<file path="config.mk">
export PLATFORM = sky130hd
export DESIGN_NAME = aliasreg_file
export DESIGN_NICKNAME = d
export VERILOG_FILES = /design/src/rtl/aliasreg_pkg.sv /design/src/rtl/aliasreg_decode.sv /design/src/rtl/aliasreg_merge.sv /design/src/rtl/aliasreg_align.sv /design/src/rtl/aliasreg_pair_check.sv /design/src/rtl/aliasreg_file.sv
export SDC_FILE = /design/constraint.sdc
export NUM_CORES = 2
export LEC_CHECK = 0
export CORE_MARGIN = 2
export CORE_UTILIZATION = 35
export CTS_CLUSTER_DIAMETER = 80
export DETAILED_ROUTE_END_ITERATION = 16
export DONT_BUFFER_PORTS = 1
export SYNTH_ARGS = -nofsm -noshare
export SYNTH_HDL_FRONTEND = slang
export SYNTH_SLANG_ARGS = --single-unit
</file>
<file path="constraint.sdc">
create_clock -name clk -period 9.4 [get_ports clk]
set_input_delay 1.88 -clock clk [delete_from_list [all_inputs] [get_ports clk]]
set_output_delay 1.88 -clock clk [all_outputs]
set_load 0.02 [all_outputs]
</file>
<file path="src/rtl/aliasreg_pkg.sv">
`timescale 1ns/1ps
package aliasreg_pkg;
  typedef enum logic [1:0] {
    SZ8  = 2'd0,
    SZ16 = 2'd1,
    SZ32 = 2'd2,
    SZ64 = 2'd3
  } size_e;

  localparam int LEGACY_HI_REGS = 4;
endpackage

</file>
<file path="src/rtl/aliasreg_decode.sv">
`timescale 1ns/1ps
module aliasreg_decode #(
  parameter int IDX_W = 4
) (
  input  logic [IDX_W-1:0] idx,
  input  logic [1:0]       size,
  input  logic             pfx,
  output logic [IDX_W-1:0] reg_sel,
  output logic             hi
);
  import aliasreg_pkg::*;

  always_comb begin
    reg_sel = pfx ? idx : {1'b0, idx[IDX_W-2:0]};
    hi      = 1'b0;
    if (size_e'(size) == SZ8 && !pfx && idx[2]) begin
      reg_sel = {{(IDX_W-2){1'b0}}, idx[1:0]};
      hi      = 1'b1;
    end
  end
endmodule

</file>
<file path="src/rtl/aliasreg_merge.sv">
`timescale 1ns/1ps
module aliasreg_merge #(
  parameter int DW = 64
) (
  input  logic [DW-1:0] old_val,
  input  logic [DW-1:0] din,
  input  logic [1:0]    size,
  input  logic          hi,
  output logic [DW-1:0] new_val
);
  import aliasreg_pkg::*;
  localparam int BW = 8;
  localparam int HW = 16;
  localparam int WW = 32;

  always_comb begin
    new_val = old_val;
    case (size_e'(size))
      SZ8: begin
        if (hi) new_val[HW-1:BW] = din[BW-1:0];
        else    new_val[BW-1:0]  = din[BW-1:0];
      end
      SZ16:    new_val[HW-1:0] = din[HW-1:0];
      SZ32:    new_val = {{(DW-WW){1'b0}}, din[WW-1:0]};
      default: new_val = din;
    endcase
  end
endmodule

</file>
<file path="src/rtl/aliasreg_align.sv">
`timescale 1ns/1ps
module aliasreg_align #(
  parameter int DW = 64
) (
  input  logic [DW-1:0] raw,
  input  logic [1:0]    size,
  input  logic          hi,
  output logic [DW-1:0] dout
);
  import aliasreg_pkg::*;
  localparam int BW = 8;
  localparam int HW = 16;
  localparam int WW = 32;

  logic [DW-1:0] shifted;

  always_comb begin
    shifted = hi ? (raw >> BW) : raw;
    case (size_e'(size))
      SZ8:     dout = {{(DW-BW){1'b0}}, shifted[BW-1:0]};
      SZ16:    dout = {{(DW-HW){1'b0}}, shifted[HW-1:0]};
      SZ32:    dout = {{(DW-WW){1'b0}}, shifted[WW-1:0]};
      default: dout = shifted;
    endcase
  end
endmodule

</file>
<file path="src/rtl/aliasreg_pair_check.sv">
`timescale 1ns/1ps
module aliasreg_pair_check #(
  parameter int CW = 5
) (
  input  logic [CW-1:0] code_a,
  input  logic [CW-1:0] code_b,
  output logic          err
);
  logic [1:0] is_hi, is_bad, needs_pfx;
  logic [CW-1:0] codes [2];

  assign codes[0] = code_a;
  assign codes[1] = code_b;

  for (genvar g = 0; g < 2; g++) begin : g_op
    assign is_hi[g]     = codes[g][CW-1] && (codes[g][CW-2:2] == '0);
    assign is_bad[g]    = codes[g][CW-1] && (codes[g][CW-2:2] != '0);
    assign needs_pfx[g] = !codes[g][CW-1] && (codes[g][CW-2:2] != '0);
  end

  assign err = (|is_bad) || (is_hi[0] && needs_pfx[1]) || (is_hi[1] && needs_pfx[0]);
endmodule

</file>
<file path="src/rtl/aliasreg_file.sv">
`timescale 1ns/1ps
module aliasreg_file #(
  parameter int NREG = 16,
  parameter int DW   = 64
) (
  input  logic                     clk,
  input  logic                     rst,
  input  logic                     wr_en,
  input  logic [$clog2(NREG)-1:0]  wr_idx,
  input  logic [1:0]               wr_size,
  input  logic                     wr_pfx,
  input  logic [DW-1:0]            wr_data,
  input  logic [$clog2(NREG)-1:0]  rd_idx,
  input  logic [1:0]               rd_size,
  input  logic                     rd_pfx,
  output logic [DW-1:0]            rd_data,
  input  logic [$clog2(NREG):0]    chk_a,
  input  logic [$clog2(NREG):0]    chk_b,
  output logic                     chk_err
);
  import aliasreg_pkg::*;
  localparam int IDX_W = $clog2(NREG);

  logic [DW-1:0]    mem [NREG];
  logic [IDX_W-1:0] wr_reg, rd_reg;
  logic             wr_hi, rd_hi;
  logic [DW-1:0]    wr_new, rd_raw;

  aliasreg_decode #(.IDX_W(IDX_W)) u_wdec (
    .idx(wr_idx), .size(wr_size), .pfx(wr_pfx), .reg_sel(wr_reg), .hi(wr_hi));

  aliasreg_decode #(.IDX_W(IDX_W)) u_rdec (
    .idx(rd_idx), .size(rd_size), .pfx(rd_pfx), .reg_sel(rd_reg), .hi(rd_hi));

  aliasreg_merge #(.DW(DW)) u_merge (
    .old_val(mem[wr_reg]), .din(wr_data), .size(wr_size), .hi(wr_hi), .new_val(wr_new));

  always_ff @(posedge clk) begin
    if (rst) begin
      for (int k = 0; k < NREG; k++) mem[k] <= '0;
    end else if (wr_en) begin
      mem[wr_reg] <= wr_new;
    end
  end

  // same-cycle forwarding of the pending write
  assign rd_raw = (wr_en && wr_reg == rd_reg) ? wr_new : mem[rd_reg];

  aliasreg_align #(.DW(DW)) u_align (
    .raw(rd_raw), .size(rd_size), .hi(rd_hi), .dout(rd_data));

  aliasreg_pair_check #(.CW(IDX_W+1)) u_chk (
    .code_a(chk_a), .code_b(chk_b), .err(chk_err));

  // ---------------- assertions ----------------
  for (genvar i = 0; i < NREG; i++) begin : g_prop
    p_reset_clear_r1: assert property (@(posedge clk)
      rst |=> mem[i] == '0);
    p_hold_idle_r10: assert property (@(posedge clk) disable iff (rst)
      !(wr_en && wr_reg == IDX_W'(i)) |=> $stable(mem[i]));
    p_zero_fill_r7: assert property (@(posedge clk) disable iff (rst)
      (wr_en && wr_reg == IDX_W'(i) && size_e'(wr_size) == SZ32) |=> mem[i][DW-1:32] == '0);
    p_forward_r8: assert property (@(posedge clk) disable iff (rst)
      (wr_en && wr_reg == IDX_W'(i) && rd_reg == IDX_W'(i) && size_e'(rd_size) == SZ64)
      |=> mem[i] == $past(rd_data));
  end

  p_hi_legacy_only_r2: assert property (@(posedge clk) disable iff (rst)
    rd_hi |-> (!rd_pfx && rd_reg < IDX_W'(LEGACY_HI_REGS)));
  p_byte_zext_r5: assert property (@(posedge clk) disable iff (rst)
    (size_e'(rd_size) == SZ8) |-> rd_data[DW-1:8] == '0);
  p_word32_zext_r5: assert property (@(posedge clk) disable iff (rst)
    (size_e'(rd_size) == SZ32) |-> rd_data[DW-1:32] == '0);
  p_low_pair_ok_r9: assert property (@(posedge clk) disable iff (rst)
    (!chk_a[IDX_W] && !chk_b[IDX_W]) |-> !chk_err);
endmodule

</file>
==> impl_metrics.tcl <==
set metrics [dict create \
    status "finished, final reports clean" \
    fp-row-count 142 \
    vias 34300 \
    worstSetupStartpointType "input port" \
    p_int_mw 7.85 \
    routedWlPerCell_um 31.2 \
    worstMarginPinSlew_ps 1240 \
    postLayoutCellArea_um2 57200 \
    grt.total_usage_pct 22.8 \
    numCtsBuffers 101 \
    p_sw_share_pct 24.6 \
    drtIter0Drc 4249 \
    die_w_um 393 \
    first_global_vias 34400 \
    areaGrowthSynthToFinish_pct 8.13 \
    finalHoldViolations 0 \
    initial_core_util_pct 35.3 \
    seq_area_um2 30700 \
    clock_sinks 1024 \
    synth_cell_types 55 \
    grt_max_degree 262 \
    portBuffers 0 \
    ios 156 \
    h-tree-depth 3 \
    cp_max_fo 62 \
    cts_resized 0 \
    clk_pin_slew_worst_paths_ps 60 \
    synth_area_leaders "edfxtp_1 (58%), mux4_2 (20%), nor2_1 (7.3%), nand2_1 (2.2%), mux2i_1 (2.0%)" \
    power.leakage_nw 20.0 \
    totalWireLength_um 177000 \
    ir_worst_vdd_v 0.000144 \
    fillers 14000 \
    largest_register_ffs 1024 \
    min_path_type "flop to flop" \
    drive_gt1_share_pct 20.4 \
    final_common_cell "nor2_1" \
    root_buffer "clkbuf_16" \
    layout_common_cells "nor2_1 (1,032), edfxtp_1 (1,024), mux4_2 (464)" \
    required_ps 7520 \
    relSlewSlack_pct 16.8 \
    synth.avg_cell_area_um2 13.8 \
    fin_tns_setup_ps 0 \
    fin_skew_ps 25.9 \
    rsz0062_at_grt "no" \
    crit_type "input port to output pin" \
    dpl_cell_area_um2 54000 \
    cp.arrival_ps 5250 \
    synth_warnings 0 \
    synthesis.instances 3845 \
    final_max_slew_viol_count 0 \
    min_period_over_period_pct 75.8 \
    cts_setup_buffers 0 \
    vias_per_cell 6.03 \
    cts_hold_buffers 0 \
    tritoncts "done" \
    firstDrtPassIters 5 \
    finalNetCount 3672 \
    antenna_found_initial 12 \
    place_congestion 0.807 \
    pwr-share-clk_pct 38.8 \
    synth_nets 3936 \
    comb_power_share_pct 10.5 \
    worst_slack_ps 2270 \
    insertion_delay_ps 710 \
    clock_path_buffers 3 \
    p_seq_share_pct 50.7 \
    grt_overflow 0 \
    ys_ff_latch 1024 \
    dp_slack_ps 2480 \
    multi_input_area_um2 20300 \
    grt_pass1_wl_um 251000 \
    p_switching_mw 2.56 \
    max_clock_freq_mhz 140 \
    whs_ps 1090 \
    synth_largest_area_cell "edfxtp_1" \
    ys_seq_area_share_pct 58.1 \
    coreArea_um2 150000 \
    drc 0 \
    utilization_pct 38.2 \
    die_y_um 393 \
    regMostFlops "mem" \
    ant_nets 0 \
    finalCriticalPeriod_ps 7130 \
    synth_top_area_share_pct 58.1 \
    largest_registers "mem: 1024 flops" \
    dp_hpwl_um 88700 \
    power_density_nw_per_um2 182 \
    max_cap_viol_count 0 \
    syn_area_um2 52900 \
    die-area_um2 154000 \
    finalSetupViolCount 0 \
    cp-end-kind "output pin" \
]
## critical path, cell delays in order
cell,delay (ps)
or2_1,610
a21oi_1,960
a221oi_1,180
a21o_1,440
o31ai_1,1080
## power groups by stage
stage / sequential (mW) / clock (mW) / combinational, mW
2_1_floorplan: 5.35 / 0 / 0.907
3_3_place_gp: 5.36 / 0 / 1.08
3_5_place_dp: 5.37 / 0 / 1.09
4_1_cts: 5.27 / 4.06 / 1.09
5_1_grt: 5.29 / 4.22 / 1.15
6_report: 5.28 / 4.04 / 1.10
## metrics by stage
| step | power (mW) | cells |
|---|---|---|
| 2_1_floorplan | 6.26 | 3845 |
| 4_1_cts | 10.4 | 5678 |
| 6_report | 10.4 | 5682 |
| 5_1_grt | 10.7 | 5679 |
| 3_3_place_gp | 6.44 | 5494 |
| 3_5_place_dp | 6.46 | 5494 |
## final cells by class
cell class | count | share of cell area [%]
sequential | 1024 | 53.8
multi-input combinational | 2398 | 35.4
clock buffer | 117 | 4.63
tap | 2016 | 4.41
clock inverter | 67 | 0.973
timing repair buffer | 56 | 0.779
antenna | 4 | 0.0175
## cells in the mapped netlist, drive strengths merged
cell     instances
o221ai           8
o21ai           15
nor2b           33
o31ai           10
clkbuf         176
nand3           99
a21o             3
a22o             1
o22ai           95
nor2          1040
mux4           464
a32o             6
nand2          305
and3b            1
a21oi           33
o21a             1
nor3b            1
and3             3
nand4bb          1
buf            247
nand2b          21
a32oi            8
mux2i          116
nand4            1
nand3b           3
a211oi          35
a221o            6
mux2             6
nor4             1
xor2             2
a22oi            6
nor4b            1
xnor2            1
a31oi            2
o31a            40
and2            10
a221oi          10
nor3             6
and2b            1
or2              3
edfxtp        1024
## kinds of logic (layout without fill, tap and decap cells)
| group | after synthesis | in the layout | synth area share (%) |
|---|---|---|---|
| AND/OR/NAND/NOR | 1530 | 1530 | 11.6 |
| flip-flops | 1024 | 1024 | 58.1 |
| multiplexers | 586 | 586 | 22.1 |
| buffers and inverters | 423 | 240 | 4.12 |
| AO/OA/AOI/OAI | 279 | 279 | 3.99 |
| XOR/XNOR | 3 | 3 | 0.0497 |
| other | 0 | 4 | 0 |
## final timing paths
| path | start | endpoint | slack, ps | depth (start not counted) |
|---|---|---|---|---|
| max | wr_size[1] | rd_data[11] | 2270 | 5 |
| min | mem[9][14] | mem[1][14] | 1090 | 5 |
| max reg2reg | mem[8][59] | mem[5][59] | 6840 | 5 |
| min reg2reg | mem[9][14] | mem[1][14] | 1090 | 5 |
## per-layer routing
metal  global-route usage (%)  up-vias  routed length [µm]  share of wire [%]
li1                         -    14000                   -                  -
met1                     28.1    17800               63900                 36
met2                     38.0     2068               85800                 48
met3                     6.20      402               20100                 11
met4                     8.87       14                7140                4.0
met5                        0        -                  88              0.050
(Power assumes the default switching activity.)
